--- config.mk ---
export PLATFORM = sky130hd
export DESIGN_NAME = mac_tx_framer
export DESIGN_NICKNAME = d
export VERILOG_FILES = /design/src/rtl/mac_tx_pkg.sv /design/src/rtl/mac_txvec_check.sv /design/src/rtl/mac_hdr_byte.sv /design/src/rtl/mac_crc32.sv /design/src/rtl/mac_tx_framer.sv
export SDC_FILE = /design/constraint.sdc
export NUM_CORES = 1
export LEC_CHECK = 0
export ABC_AREA = 1
export BUFFER_PORTS_ARGS = -buffer_cell sky130_fd_sc_hd__buf_4
export CAP_MARGIN = 30
export CORE_MARGIN = 10
export CORE_UTILIZATION = 62
export DETAILED_ROUTE_END_ITERATION = 16
export PLACE_DENSITY = 0.95
export SYNTH_ARGS = -nofsm -noshare
export SYNTH_HDL_FRONTEND = slang
export SYNTH_SLANG_ARGS = --single-unit
--- constraint.sdc ---
create_clock -name clk -period 6.8 [get_ports clk]
set_input_delay 0.34 -clock clk [delete_from_list [all_inputs] [get_ports clk]]
set_output_delay 0.34 -clock clk [all_outputs]
set_load 0.01 [all_outputs]
--- src/rtl/mac_tx_pkg.sv ---
package mac_tx_pkg;

    typedef enum logic [2:0] {
        ST_IDLE,
        ST_HDR,
        ST_BODY,
        ST_FCS,
        ST_DONE,
        ST_DROP
    } tx_state_e;

    localparam int SEQ_W        = 12;
    localparam int HDR_IDX_W    = 5;
    localparam int DATA_HDR_LEN = 24;
    localparam int ACK_HDR_LEN  = 10;
    localparam int FCS_LEN      = 4;

    localparam logic [1:0] FMT_OFDM = 2'd0;
    localparam logic [1:0] FMT_VHT  = 2'd1;

    // frame control first byte: version 00, type in [3:2], subtype in [7:4]
    localparam logic [7:0] FC0_DATA = 8'h08;
    localparam logic [7:0] FC0_ACK  = 8'hD4;

    function automatic logic [31:0] crc32_step(input logic [31:0] c, input logic [7:0] d);
        logic [31:0] r;
        r = c ^ {24'h0, d};
        for (int b = 0; b < 8; b++) begin
            r = r[0] ? ((r >> 1) ^ 32'hEDB88320) : (r >> 1);
        end
        return r;
    endfunction

endpackage

--- src/rtl/mac_txvec_check.sv ---
module mac_txvec_check #(
    parameter int LEN_W      = 12,
    parameter int MCS_W      = 4,
    parameter int MAX_MCS_A  = 7,
    parameter int MAX_MCS_AC = 9
) (
    input  logic [1:0]       fmt,
    input  logic [MCS_W-1:0] mcs,
    input  logic [LEN_W-1:0] len,
    output logic             ok
);
    import mac_tx_pkg::*;

    logic fmt_ok;

    always_comb begin
        fmt_ok = 1'b0;
        if (fmt == FMT_OFDM) fmt_ok = (int'(mcs) <= MAX_MCS_A);
        else if (fmt == FMT_VHT) fmt_ok = (int'(mcs) <= MAX_MCS_AC);
        ok = fmt_ok && (len != '0);
    end
endmodule

--- src/rtl/mac_hdr_byte.sv ---
module mac_hdr_byte #(
    parameter logic [47:0] SRC_ADDR = 48'h0A1B2C3D4E5F
) (
    input  logic [mac_tx_pkg::HDR_IDX_W-1:0] idx,
    input  logic                             is_ack,
    input  logic [47:0]                      dest,
    input  logic [mac_tx_pkg::SEQ_W-1:0]     seq,
    output logic [7:0]                       hbyte
);
    import mac_tx_pkg::*;

    always_comb begin
        hbyte = 8'h00;
        if (idx == 5'd0) hbyte = is_ack ? FC0_ACK : FC0_DATA;
        for (int i = 0; i < 6; i++) begin
            if (idx == HDR_IDX_W'(4 + i))  hbyte = dest[8*i +: 8];
            if (idx == HDR_IDX_W'(10 + i)) hbyte = SRC_ADDR[8*i +: 8];
        end
        if (idx == 5'd22) hbyte = {seq[3:0], 4'h0};
        if (idx == 5'd23) hbyte = seq[11:4];
    end
endmodule

--- src/rtl/mac_crc32.sv ---
module mac_crc32 (
    input  logic        clk,
    input  logic        rst_n,
    input  logic        clr,
    input  logic        en,
    input  logic [7:0]  din,
    output logic [31:0] crc_q
);
    import mac_tx_pkg::*;

    always_ff @(posedge clk) begin
        if (!rst_n || clr) crc_q <= 32'hFFFF_FFFF;
        else if (en)       crc_q <= crc32_step(crc_q, din);
    end
endmodule

--- src/rtl/mac_tx_framer.sv ---
module mac_tx_framer #(
    parameter int          LEN_W    = 12,
    parameter int          MCS_W    = 4,
    parameter int          PWR_W    = 6,
    parameter int          SEED_W   = 7,
    parameter logic [47:0] SRC_ADDR = 48'h0A1B2C3D4E5F
) (
    input  logic              clk,
    input  logic              rst_n,
    input  logic              req_valid,
    output logic              req_ready,
    input  logic [1:0]        req_fmt,
    input  logic [LEN_W-1:0]  req_len,
    input  logic [MCS_W-1:0]  req_mcs,
    input  logic [PWR_W-1:0]  req_pwr,
    input  logic [SEED_W-1:0] req_seed,
    input  logic              req_is_ack,
    input  logic [47:0]       req_dest,
    input  logic              pl_valid,
    output logic              pl_ready,
    input  logic [7:0]        pl_data,
    output logic              out_valid,
    output logic [7:0]        out_data,
    output logic              txend,
    output logic              txend_rej,
    output logic [1:0]        phy_fmt,
    output logic [MCS_W-1:0]  phy_mcs,
    output logic [PWR_W-1:0]  phy_pwr,
    output logic [SEED_W-1:0] phy_seed
);
    import mac_tx_pkg::*;

    localparam logic [LEN_W-1:0] LAST_DATA_HDR = LEN_W'(DATA_HDR_LEN - 1);
    localparam logic [LEN_W-1:0] LAST_ACK_HDR  = LEN_W'(ACK_HDR_LEN - 1);
    localparam logic [LEN_W-1:0] LAST_FCS      = LEN_W'(FCS_LEN - 1);

    tx_state_e          state_q, state_d;
    logic [LEN_W-1:0]   idx_q;
    logic [LEN_W-1:0]   len_q;
    logic               ack_q;
    logic [47:0]        dest_q;
    logic [SEQ_W-1:0]   seq_q;
    logic               vec_ok;
    logic               accept;
    logic [7:0]         hdr_b;
    logic [31:0]        crc_q;
    logic [31:0]        fcs;
    logic               hdr_last;

    mac_txvec_check #(.LEN_W(LEN_W), .MCS_W(MCS_W)) u_vchk (
        .fmt(req_fmt), .mcs(req_mcs), .len(req_len), .ok(vec_ok)
    );

    mac_hdr_byte #(.SRC_ADDR(SRC_ADDR)) u_hdr (
        .idx(idx_q[HDR_IDX_W-1:0]), .is_ack(ack_q), .dest(dest_q),
        .seq(seq_q), .hbyte(hdr_b)
    );

    mac_crc32 u_crc (
        .clk(clk), .rst_n(rst_n), .clr(accept),
        .en(out_valid && (state_q != ST_FCS)), .din(out_data), .crc_q(crc_q)
    );

    assign accept   = (state_q == ST_IDLE) && req_valid;
    assign hdr_last = ack_q ? (idx_q == LAST_ACK_HDR) : (idx_q == LAST_DATA_HDR);
    assign fcs      = ~crc_q;

    // next state
    always_comb begin
        state_d = state_q;
        unique case (state_q)
            ST_IDLE: if (req_valid) state_d = vec_ok ? ST_HDR : ST_DROP;
            ST_HDR:  if (hdr_last)  state_d = ack_q ? ST_FCS : ST_BODY;
            ST_BODY: if (pl_valid && (idx_q == len_q - 1'b1)) state_d = ST_FCS;
            ST_FCS:  if (idx_q == LAST_FCS) state_d = ST_DONE;
            ST_DONE: state_d = ST_IDLE;
            ST_DROP: state_d = ST_IDLE;
            default: state_d = ST_IDLE;
        endcase
    end

    // state register and byte index
    always_ff @(posedge clk) begin
        if (!rst_n) begin
            state_q <= ST_IDLE;
            idx_q   <= '0;
        end else begin
            state_q <= state_d;
            if (state_d != state_q) idx_q <= '0;
            else if (out_valid)     idx_q <= idx_q + 1'b1;
        end
    end

    // request capture, sequence counter, PHY configuration
    always_ff @(posedge clk) begin
        if (!rst_n) begin
            len_q    <= '0;
            ack_q    <= 1'b0;
            dest_q   <= '0;
            seq_q    <= '0;
            phy_fmt  <= '0;
            phy_mcs  <= '0;
            phy_pwr  <= '0;
            phy_seed <= '0;
        end else begin
            if (accept) begin
                len_q  <= req_len;
                ack_q  <= req_is_ack;
                dest_q <= req_dest;
                if (vec_ok) begin
                    phy_fmt  <= req_fmt;
                    phy_mcs  <= req_mcs;
                    phy_pwr  <= req_pwr;
                    phy_seed <= req_seed;
                end
            end
            if (state_q == ST_DONE && !ack_q) seq_q <= seq_q + 1'b1;
        end
    end

    // outputs
    always_comb begin
        req_ready = (state_q == ST_IDLE);
        pl_ready  = (state_q == ST_BODY);
        txend     = (state_q == ST_DONE) || (state_q == ST_DROP);
        txend_rej = (state_q == ST_DROP);
        out_valid = 1'b0;
        out_data  = 8'h00;
        unique case (state_q)
            ST_HDR: begin
                out_valid = 1'b1;
                out_data  = hdr_b;
            end
            ST_BODY: begin
                out_valid = pl_valid;
                out_data  = pl_data;
            end
            ST_FCS: begin
                out_valid = 1'b1;
                out_data  = fcs[8*idx_q[1:0] +: 8];
            end
            default: ;
        endcase
    end
endmodule

* Word level (Yosys, flattened, before mapping)
Cells that the tools add are included.
** Storage, ports and cells
- Output and inout bits :: 32
- Register bits after elaboration :: 139
** Cells by class
- Multiplexer cells :: 36
- Shift-type cells :: 1
- Equal/unequal tests :: 26
- Reductions and logical operators :: 16
- Add/subtract/negate cells :: 3
- Bitwise logic cells :: 11
- $lt $le $gt $ge :: 2
** Operator list (number)
- $mux W32 :: 8
- $mux W8 :: 16
- $not A13 Y14 :: 8
- $eq A5 B4 Y1 const B :: 8
- $not A32 Y32 :: 1
- $shiftx A32 B6 Y8 :: 1
- $xor A32 B8 Y32 :: 1
- $add A12 B1 Y12 const B :: 2
- $pmux W8 S3 :: 1
- $eq A5 B3 Y1 const B :: 4
- $mux W3 :: 5
- $eq A12 B12 Y1 :: 1
- $eq A12 B2 Y1 const B :: 1
- $eq A12 B4 Y1 const B :: 1
- $eq A12 B5 Y1 const B :: 1
- $pmux W3 S4 :: 1
- $reduce_bool A12 Y1 :: 1
- $sub A12 B1 Y12 const B :: 1
- $eq A5 B5 Y1 const B :: 2
- $eq A3 B2 Y1 const B :: 2
- $eq A3 B3 Y1 const B :: 2
- $logic_and A1 B1 Y1 :: 5
- $logic_not A5 Y1 :: 1
- $le A4 B3 Y1 const B :: 1
- 14 further kinds :: 20

* Depth between registers and ports, before layout
Gate-level depths: netlist of run 1.
- Word-level depth :: 34
- Gate-level depth with buffers :: 30

* By module
Synthesis of run 1 repeated with hierarchy kept, for this count alone.
** Second synthesis, totals
- Cells, all modules :: 1295
- Area, all modules :: 8221.6 µm²
** Modules (own cells, without submodules)
- mac_tx_framer :: seq. area each 2142.1 µm², area each 5029.8 µm², cells each 717, times used 1
- mac_crc32 :: seq. area each 640.6 µm², area each 2344.7 µm², cells each 385, times used 1
- mac_hdr_byte :: seq. area each 0.0 µm², area each 778.2 µm², cells each 176, times used 1
- mac_txvec_check :: seq. area each 0.0 µm², area each 68.8 µm², cells each 17, times used 1

* Least setup slack after synthesis of run 1
Ideal clock, no wire load.
- Path kind :: reg-to-reg
- Start point :: reg idx_q[0]
- End point :: reg u_crc.crc_q[24]
- Stages on the path, launching flop included :: 29
- Data arrival time :: 2.786 ns
- Path buffers :: 1
- Library setup time :: 0.115 ns
- Path slack :: 3.900 ns
- Required time :: 6.685 ns
- Period minus slack after synthesis :: 2.900 ns
- Cells stage by stage :: dfxtp_1 > inv_1 > clkbuf_1 > ha_1 > inv_1 > nor2_2 > nand3_1 > nand3_1 > nand2_1 > nand3_1 > nand2_1 > nand2_1 > nand2_1 > nand2_1 > nand2_1 > nand2_1 > nand2_1 > nand2_1 > nand2_1 > nand2_1 > nand2_1 > nand2_2 > nand2_1 > nand2_1 > nand2_1 > nand2_1 > nand2_1 > nand3_1 > nand2_1
** On the way
- Elaborated cells between the ends (all ways) :: 46
** RTL lines
- start, declared :: RTL line mac_tx_framer.sv:38 : logic [LEN_W-1:0] idx_q;
- start signal, assigned :: RTL line mac_tx_framer.sv:90 : else if (out_valid) idx_q <= idx_q + 1'b1;
- $logic_not A5 Y1 :: RTL line mac_hdr_byte.sv:14 : if (idx == 5'd0) hbyte = is_ack ? FC0_ACK : FC0_DATA;
- $mux W8 :: RTL line mac_hdr_byte.sv:14
- $mux W8 :: RTL line mac_hdr_byte.sv:16 : if (idx == HDR_IDX_W'(4 + i)) hbyte = dest[8*i +: 8];
- $mux W8 :: RTL line mac_hdr_byte.sv:17 : if (idx == HDR_IDX_W'(10 + i)) hbyte = SRC_ADDR[8*i +: 8];
- $mux W8 :: RTL line mac_hdr_byte.sv:16
- $mux W8 :: RTL line mac_hdr_byte.sv:17
- $mux W8 :: RTL line mac_hdr_byte.sv:16
- $mux W8 :: RTL line mac_hdr_byte.sv:17
- (+9 left out)
- via out_data[2] :: RTL line mac_tx_framer.sv:23 : output logic [7:0] out_data,
- $xor A32 B8 Y32 * :: RTL line mac_tx_pkg.sv:27 : r = c ^ {24'h0, d};
- $mux W32 * (4 in a row) :: RTL line mac_tx_pkg.sv:29 : r = r[0] ? ((r >> 1) ^ 32'hEDB88320) : (r >> 1);
- $not A13 Y14 (no source line)
- $mux W32 * :: RTL line mac_tx_pkg.sv:29
- $not A13 Y14 (no source line)
- $mux W32 * (2 in a row) :: RTL line mac_tx_pkg.sv:29
- $not A13 Y14 (no source line)
- $mux W32 * :: RTL line mac_tx_pkg.sv:29
- end signal, assigned :: RTL line mac_crc32.sv:13 : else if (en) crc_q <= crc32_step(crc_q, din);
- end, declared :: RTL line mac_crc32.sv:7 : output logic [31:0] crc_q
Mark *: on every way through the listed nets, which the timed path passes. The rest lies on a longest branch.
A chain may end at the register's enable or synchronous reset.

* Worst setup path in the final report of run 1
- Start point :: reg idx_q[0]
- End point :: reg u_crc.crc_q[19]
** On the way
- Cells in the longest elaborated chain, start to end :: 31
- Elaborated cells between the ends (all ways) :: 48
** Ends and longest elaborated chain (RTL line)
- $logic_not A5 Y1 :: mac_hdr_byte.sv:14
- $mux W8 :: mac_hdr_byte.sv:14
- $mux W8 :: mac_hdr_byte.sv:16
- $mux W8 :: mac_hdr_byte.sv:17
- $mux W8 :: mac_hdr_byte.sv:16
- $mux W8 :: mac_hdr_byte.sv:17
- $mux W8 :: mac_hdr_byte.sv:16
- $mux W8 :: mac_hdr_byte.sv:17
- (+14 left out)
- $not A13 Y14 (no source line)
- $mux W32 * (2 in a row) :: mac_tx_pkg.sv:29
- $not A13 Y14 (no source line)
- $mux W32 * :: mac_tx_pkg.sv:29
- $not A13 Y14 (no source line)
- $mux W32 * :: mac_tx_pkg.sv:29
- $not A13 Y14 (no source line)
- $mux W32 * :: mac_tx_pkg.sv:29
Mark *: on every way between the ends. The rest lies on a longest branch, timed or not.

==> results of run 1 <==
[cells in the mapped netlist (all sizes together)]
cell type | count | area share, %
a2111oi | 1 | 0.11
a211oi | 1 | 0.094
a21boi | 1 | 0.094
a21oi | 134 | 8.4
a31o | 1 | 0.11
a32o | 8 | 1.0
and3 | 1 | 0.078
buf | 6 | 0.56
clkbuf | 40 | 1.9
clkinv | 4 | 0.19
dfxtp | 139 | 35
ha | 7 | 1.1
inv | 128 | 6.0
nand2 | 383 | 20
nand3 | 86 | 5.4
nand3b | 2 | 0.19
nand4 | 6 | 0.47
nor2 | 101 | 5.2
nor3 | 18 | 1.1
nor3b | 1 | 0.094
nor4 | 5 | 0.39
o2111ai | 3 | 0.33
o211ai | 6 | 0.56
o21ai | 108 | 6.8
o21bai | 1 | 0.094
o221ai | 1 | 0.11
o22ai | 1 | 0.078
or2 | 3 | 0.23
xnor2 | 6 | 0.66
xnor3 | 2 | 0.56
xor2 | 34 | 3.7
[layer usage]
layer / vias to the layer above / part of all wire [%] / track usage, %
met1: 3963 / 40 / 30.96
li1: 4227 / - / -
met3: 87 / 9.3 / 7.331
met4: 0 / 3.8 / 13.30
met5: - / 0 / 0
met2: 426 / 47 / 43.89
[cells in the final DEF, fill, tap and decap left out, drive strengths merged]
| master | count |
|---|---|
| nor3b | 1 |
| and3 | 1 |
| o22ai | 1 |
| o21ai | 108 |
| or2 | 3 |
| o221ai | 1 |
| a21oi | 134 |
| nand4 | 6 |
| buf | 130 |
| clkinv | 8 |
| a31o | 1 |
| xnor2 | 6 |
| nor3 | 18 |
| xor2 | 34 |
| xnor3 | 2 |
| nor4 | 5 |
| nand2 | 383 |
| clkinvlp | 5 |
| a211oi | 1 |
| a32o | 8 |
| dfxtp | 139 |
| nand3 | 86 |
| o2111ai | 3 |
| inv | 134 |
| clkbuf | 17 |
| o211ai | 6 |
| a2111oi | 1 |
| nand3b | 2 |
| ha | 7 |
| a21boi | 1 |
| o21bai | 1 |
| nor2 | 101 |
[final cells by class]
class	instances	share of cell area, %
Multi-Input combinational cell	921	47.42
Tap cell	172	2.256
Timing Repair Buffer	130	10.31
Sequential cell	139	29.17
Inverter	132	5.194
Clock buffer	17	4.460
Clock inverter	15	1.194
[registers in the layout, summed over array words and instances (netlist names)]
signal	count
ack_q	1
dest_q	48
idx_q	12
len_q	12
phy_fmt	2
phy_mcs	4
phy_pwr	6
phy_seed	7
seq_q	12
state_q	3
u_crc.crc_q	32
[per-stage QoR]
stage | setup WS, ns | instance area, um2 | std cells | utilization (%) | power, uW
after floorplan | 3.900 | 7994 | 1238 | - | 1278
after global placement | 2.874 | 8985 | 1493 | 71.20 | 1419
after detailed placement | 2.774 | 9000 | 1494 | 71.32 | 1435
after CTS | 2.760 | 9539 | 1526 | 75.59 | 2283
after global routing | 2.199 | 9539 | 1526 | 75.59 | 2399
final | 2.622 | 9539 | 1526 | 75.59 | 2298
[cell families after synthesis]
kind of cell | Yosys count | synth area share, %
AO/OA/AOI/OAI | 266 | 17.78
adder cells (fa/ha/maj) | 7 | 1.096
XOR/XNOR | 42 | 4.946
AND/OR/NAND/NOR | 606 | 32.73
buffers and inverters | 178 | 8.640
flip-flops | 139 | 34.81
[power by group]
| part | leakage (uW) | internal, uW | switching [uW] |
|---|---|---|---|
| clock network | 0.000253 | 470 | 391 |
| registers | 0.00114 | 871 | 44.8 |
| logic | 0.00302 | 190 | 332 |
| total | 0.00441 | 1530 | 767 |
[worst paths after layout]
check,slack [ns],cells after the start,to
worst max register to register,2.62,26,u_crc.crc_q[19]
worst max-delay path,2.62,26,u_crc.crc_q[19]
worst min-delay path,0.12,3,phy_seed[0]
worst min register to register,0.46,1,seq_q[11]
[critical path, delay by kind of cell (launching register included)]
family                     cells  cell delay (ns)
AOI/OAI and AO/OA              1             0.16
DFF                            1             0.84
adders and majority gates      1             0.34
and+or+nand+nor               22             2.10
buffers and inverters          2             0.60
==> metrics.md, run 1 <==
| Metric | Value |
|---|---|
| Status | `complete, no violations` |
| 1st-iter DRT viols | `952` |
| HP Start | `req_seed[0]` |
| WL final | `24.34 mm` |
| DRC viols | `0` |
| Register Area | `2783 um2` |
| Pleak | `0.004408 uW` |
| Drt first pass iters | `6` |
| Chip width | `133.6 um` |
| Total setup buffers inserted after CTS | `0` |
| First-pass GRT wire length | `39.39 mm` |
| Critical Path End Type | `register` |
| Share of cells above drive strength 1 | `16.17%` |
| Yosys cell types | `41` |
| RSZ-0062 raised after global routing | `false` |
| Sequential fraction of the synthesis area | `34.81%` |
| Crit. Startpoint | `idx_q[0]` |
| Wire per inst | `15.95 um` |
| Initial Util | `63.35%` |
| Max incr delay on CP | `0.84 ns` |
| Multi-input logic area | `4523 um2` |
| Worst clock skew | `0.007419 ns` |
| CTS root buf | `clkbuf_16` |
| R2r startpoint | `idx_q[0]` |
| Max-cap viol count | `0` |
| Mapped Avg Cell Area | `6.457 um2` |
| Initial antenna violation count | `0` |
| H-tree depth | `4` |
| Worst-Skew Late Latency | `0.43 ns` |
| CTS tree | `done` |
| Setup_tns | `0 ns` |
| Post-DRT Antenna Nets | `0` |
| Number of global-route vias before repair | `8,291` |
| Vias | `8,703` |
| # port buffers | `123` |
| Pins over their slew limit | `0` |
| Post-CTS Resized | `0` |
| Number of fill cells | `981` |
| Synthesized cell area | `7994 um2` |
| Top cell by count, worst path | `nand2_1` |
| Crit start category | `register` |
| Final nets | `1,440` |
| Final Hold Viols | `0` |
| Total grt overflow | `0` |
| Die Ht | `133.6 um` |
| CP Data Required Time | `7.12 ns` |
| Yosys reg bits | `139` |
| Pin count of the biggest net entering global routing | `94` |
| Critical Path AT | `4.50 ns` |
| PD cells | `240.9 nW/um2` |
| Clock transition at the registers of the reported paths | `0.06 ns` |
| Worst-margin pin slew | `1.031 ns` |
| Period utilisation layout | `61.44%` |
| Max stage delay cell, worst path | `dfxtp_1` |
| Hold Buf Count CTS | `0` |
| Routability Congestion | `1.014` |
| Bufs on Longest Clock Path | `2` |
| Area Growth Syn to Fin | `19.33%` |
| Mapped Cells | `1,238` |
| Io pins | `124` |
| Critical path class | `register to register` |
| Standard-cell row count | `41` |
| Yosys warns | `0` |
| Die ar. | `17,840 um2` |
| Placeable Area | `12,620 um2` |
| Final setup fails | `0` |
| Hold WS | `0.1238 ns` |
| Total track usage | `26.58%` |
| Post-DP HPWL | `17.56 mm` |
| Final min period | `4.178 ns` |
| Antenna diodes | `0` |
| Relative slew slack | `31.11%` |
| FMAX | `239.3 MHz` |
| Syn_nets | `1,337` |
| Peak VDD IR | `192.8 uV` |
| Worst hold path type | `input pin to register` |
| Routed vias/inst | `5.703` |
| Clock Sinks | `139` |
| Maximum fanout along the worst path | `23` |
| TritonCTS Buffers | `17` |
Power figures use the tool's default switching activity.
==> run 2, diff against run 1 <==
--- a/config.mk
+++ b/config.mk
@@ -9,9 +9,9 @@
 export BUFFER_PORTS_ARGS = -buffer_cell sky130_fd_sc_hd__buf_4
 export CAP_MARGIN = 30
 export CORE_MARGIN = 10
-export CORE_UTILIZATION = 62
+export CORE_UTILIZATION = 52
 export DETAILED_ROUTE_END_ITERATION = 16
-export PLACE_DENSITY = 0.95
+export PLACE_DENSITY = 0.87
 export SYNTH_ARGS = -nofsm -noshare
 export SYNTH_HDL_FRONTEND = slang
 export SYNTH_SLANG_ARGS = --single-unit
==> constraint.sdc (replaced) <==
create_clock -name clk -period 3.8 [get_ports clk]
set_input_delay 0.19 -clock clk [delete_from_list [all_inputs] [get_ports clk]]
set_output_delay 0.19 -clock clk [all_outputs]
set_load 0.01 [all_outputs]
==> run 2 against run 1 <==
Compared with the run above:
- setup slack worse by 2.2 ns
- global-route usage is 2.8 points lower
- design area up 2.8%
- worst hold slack lost 0.12 ns
- critical path depth shrank 6
- critical path type unchanged
- first-iteration DRC count down 5.4%
- die area rose by 16%
- largest power group is now the clock network
- sequential power grew 78%
- power grew 85%
- count of clock-buffer cells in the layout grew 6
==> metrics.md, run 2 (same netlist as run 1, synthesis figures left out) <==
| Metric | Value |
|---|---|
| Status | `complete, no violations (unchanged)` |
| CTS tree | `done (unchanged)` |
| Bufs on Longest Clock Path | `2 (unchanged)` |
| Cell Chain, Critical Path | `inv_1 > ha_1 > inv_1 > nor2_2 > nand3_1 > nand3_1 > o221ai_1 > nand2_1 > nand2_1 > a21boi_1 > o21bai_1 > nand2_1 > nand2_1 > nand2_2 > nand2_1 > nand2_1 > nand2_1 > nand3_1 > nand3_1 > nand2_1` |
| Worst-margin pin slew | `0.7472 ns (was 1.031 ns)` |
| Wire per inst | `15.71 um (was 15.95 um)` |
| WL final | `24.57 mm (was 24.34 mm)` |
| Share of cells above drive strength 1 | `16.28% (was 16.17%)` |
| Area Growth Syn to Fin | `22.68% (was 19.33%)` |
| Number of global-route vias before repair | `8,184 (was 8,291)` |
| # port buffers | `123 (unchanged)` |
| Met2 Use GR | `39.56% (was 43.89%)` |
| Period utilisation layout | `87.92% (was 61.44%)` |
| Pin count of the biggest net entering global routing | `60 (was 94)` |
| Critical Path End Type | `register (unchanged)` |
| Clock Sinks | `139 (unchanged)` |
| Initial antenna violation count | `0 (unchanged)` |
| Top cell by count, worst path | `nand2_1 (unchanged)` |
| Max FFs per register | `48 (unchanged)` |
| PD cells | `434.6 nW/um2 (was 240.9 nW/um2)` |
| Pins over their slew limit | `0 (unchanged)` |
| Worst clock skew | `0.005997 ns (was 0.007419 ns)` |
| Maximum fanout along the worst path | `14 (was 23)` |
| Grt met3 use | `7.019% (was 7.331%)` |
| Routability Congestion | `0.9650 (was 1.014)` |
| DRC viols | `0 (unchanged)` |
| Critical Path AT | `3.65 ns (was 4.50 ns)` |
| GR Util met1 | `27.99% (was 30.96%)` |
| FMAX | `299.3 MHz (was 239.3 MHz)` |
| First-pass GRT wire length | `39.63 mm (was 39.39 mm)` |
| Placed standard-cell area | `9065 um2 (was 9000 um2)` |
| Final min period | `3.341 ns (was 4.178 ns)` |
| Vias | `8,661 (was 8,703)` |
| Pleak | `0.004536 uW (was 0.004408 uW)` |
| Max stage delay cell, worst path | `dfxtp_2 (was dfxtp_1)` |
| Total grt overflow | `0 (unchanged)` |
| Dpl ws | `0.4015 ns (was 2.774 ns)` |
| Antenna diodes | `0 (unchanged)` |
| Setup_tns | `0 ns (unchanged)` |
| Most frequent cells in the layout | `nand2_1 (345), dfxtp_1 (138), buf_4 (137) (was nand2_1 (345), dfxtp_1 (139), a21oi_1 (133))` |
| Clock power share | `39.1% (was 37.5%)` |
| RSZ-0062 raised after global routing | `false (unchanged)` |
| Placeable Area | `15,150 um2 (was 12,620 um2)` |
| CTS root buf | `clkbuf_16 (unchanged)` |
| Die ar. | `20,730 um2 (was 17,840 um2)` |
| Top Registers | `dest_q (48), u_crc.crc_q (32) (unchanged)` |
| Relative slew slack | `50.13% (was 31.11%)` |
| Logic pwr share | `22.6% (was 22.7%)` |
| GRT Max-Usage Layer | `met2 (unchanged)` |
| Routed vias/inst | `5.538 (was 5.703)` |
| Slack of the critical path | `0.4589 ns (was 2.622 ns)` |
| H-tree depth | `4 (unchanged)` |
| Crit start category | `register (unchanged)` |
| Io pins | `124 (unchanged)` |
| Post-DRT Antenna Nets | `0 (unchanged)` |
| Final Cell Area | `9807 um2 (was 9539 um2)` |
| Die Ht | `144.0 um (was 133.6 um)` |
| Total setup buffers inserted after CTS | `0 (unchanged)` |
| Final nets | `1,462 (was 1,440)` |
| Chip width | `144.0 um (was 133.6 um)` |
| # placed instances | `1,517 (was 1,494)` |
| Critical path class | `register to register (unchanged)` |
| 1st-iter DRT viols | `901 (was 952)` |
| Post-DP HPWL | `17.64 mm (was 17.56 mm)` |
| Total track usage | `23.77% (was 26.58%)` |
| Standard-cell row count | `45 (was 41)` |
| TritonCTS Buffers | `17 (unchanged)` |
| Biggest register | `dest_q (unchanged)` |
| Final std cells w/o fill | `1,564 (was 1,526)` |
| Sw frac | `31.14% (was 33.39%)` |
| Worst hold path type | `input pin to register (unchanged)` |
| Internal | `2935 uW (was 1531 uW)` |
| Initial Util | `52.78% (was 63.35%)` |
| Max incr delay on CP | `0.54 ns (was 0.84 ns)` |
| Final Hold Viols | `0 (unchanged)` |
| P_sw | `1327 uW (was 767.5 uW)` |
| Clock transition at the registers of the reported paths | `0.06 ns (about the same)` |
| Worst-Skew Late Latency | `0.43 ns (about the same)` |
| Final setup fails | `0 (unchanged)` |
| Seq pwr share | `38.3% (was 39.9%)` |
| Max-cap viol count | `0 (unchanged)` |
| Most common cell after layout, fill and taps aside | `nand2_1 (unchanged)` |
| Peak VDD IR | `375.8 uV (was 192.8 uV)` |
| CP Data Required Time | `4.11 ns (was 7.12 ns)` |
| Drt first pass iters | `5 (was 6)` |
run 2: cell count changes in the layout (fill, tap and decap cells not counted), moves of 2 or more:
cell | before | now
dlygate4sd3_1 | 0 | 15
bufinv_16 | 0 | 2
inv_6 | 6 | 1
clkinvlp_4 | 5 | 1
clkbuf_1 | 0 | 3
clkbuf_8 | 0 | 3
buf_4 | 129 | 137
clkinv_4 | 1 | 3
run 2: what timing repair did:
action | in CTS | in global routing
hold endpoints to repair | 15 | 0
hold buffers | 15 | 0
gates resized for setup | 0 | 1
endpoints found under the setup margin | 0 | 14
run 2: layer usage:
metal | up-vias | share of wire [%]
li1 | 4265 | -
met3 | 59 | 9.1
met2 | 415 | 47
met5 | - | 0
met4 | 0 | 3.0
met1 | 3922 | 40
run 2: cell type report:
cell class,instances,area [um2]
fill,1281,5339
multi-input combinational,921,4523
sequential,139,2784
timing repair buffer,152,1179
inverter,132,495.5
clock buffer,23,478.0
tap,188,235.2
clock inverter,9,112.6
run 2: final timing paths:
check / slack [ns] / to / cells after the start / from
max: 0.46 / u_crc.crc_q[18] / 20 / idx_q[1]
min: 0.001 / phy_pwr[1] / 3 / req_pwr[1]
max reg2reg: 0.46 / u_crc.crc_q[18] / 20 / idx_q[1]
min reg2reg: 0.45 / dest_q[35] / 2 / dest_q[35]
run 2: through the flow:
step           hold slack (ns)  power (uW)  utilization, %
2_1_floorplan           0.3249        2287               -
3_3_place_gp            0.4111        2561           59.85
3_5_place_dp            0.4244        2583           59.85
4_1_cts              0.0001210        4257           64.74
5_1_grt                0.01426        4475           64.75
6_report              0.001092        4262           64.75
run 2: power groups by stage:
stage | Clock (uW) | Sequential (uW) | Combinational (uW)
after floorplan | 0 | 1640 | 645
after global placement | 0 | 1660 | 902
after detailed placement | 0 | 1660 | 921
after CTS | 1680 | 1630 | 944
after global routing | 1760 | 1640 | 1070
final | 1670 | 1630 | 962
run 2: worst max-delay path: cells and delay by family, from the launching register on:
kind | cells | cell delay (ns)
flip-flops | 1 | 0.54
buffers and inverters | 2 | 0.22
AO/OA/AOI/OAI | 3 | 0.65
adder cells (fa/ha/maj) | 1 | 0.22
AND/OR/NAND/NOR | 14 | 1.60
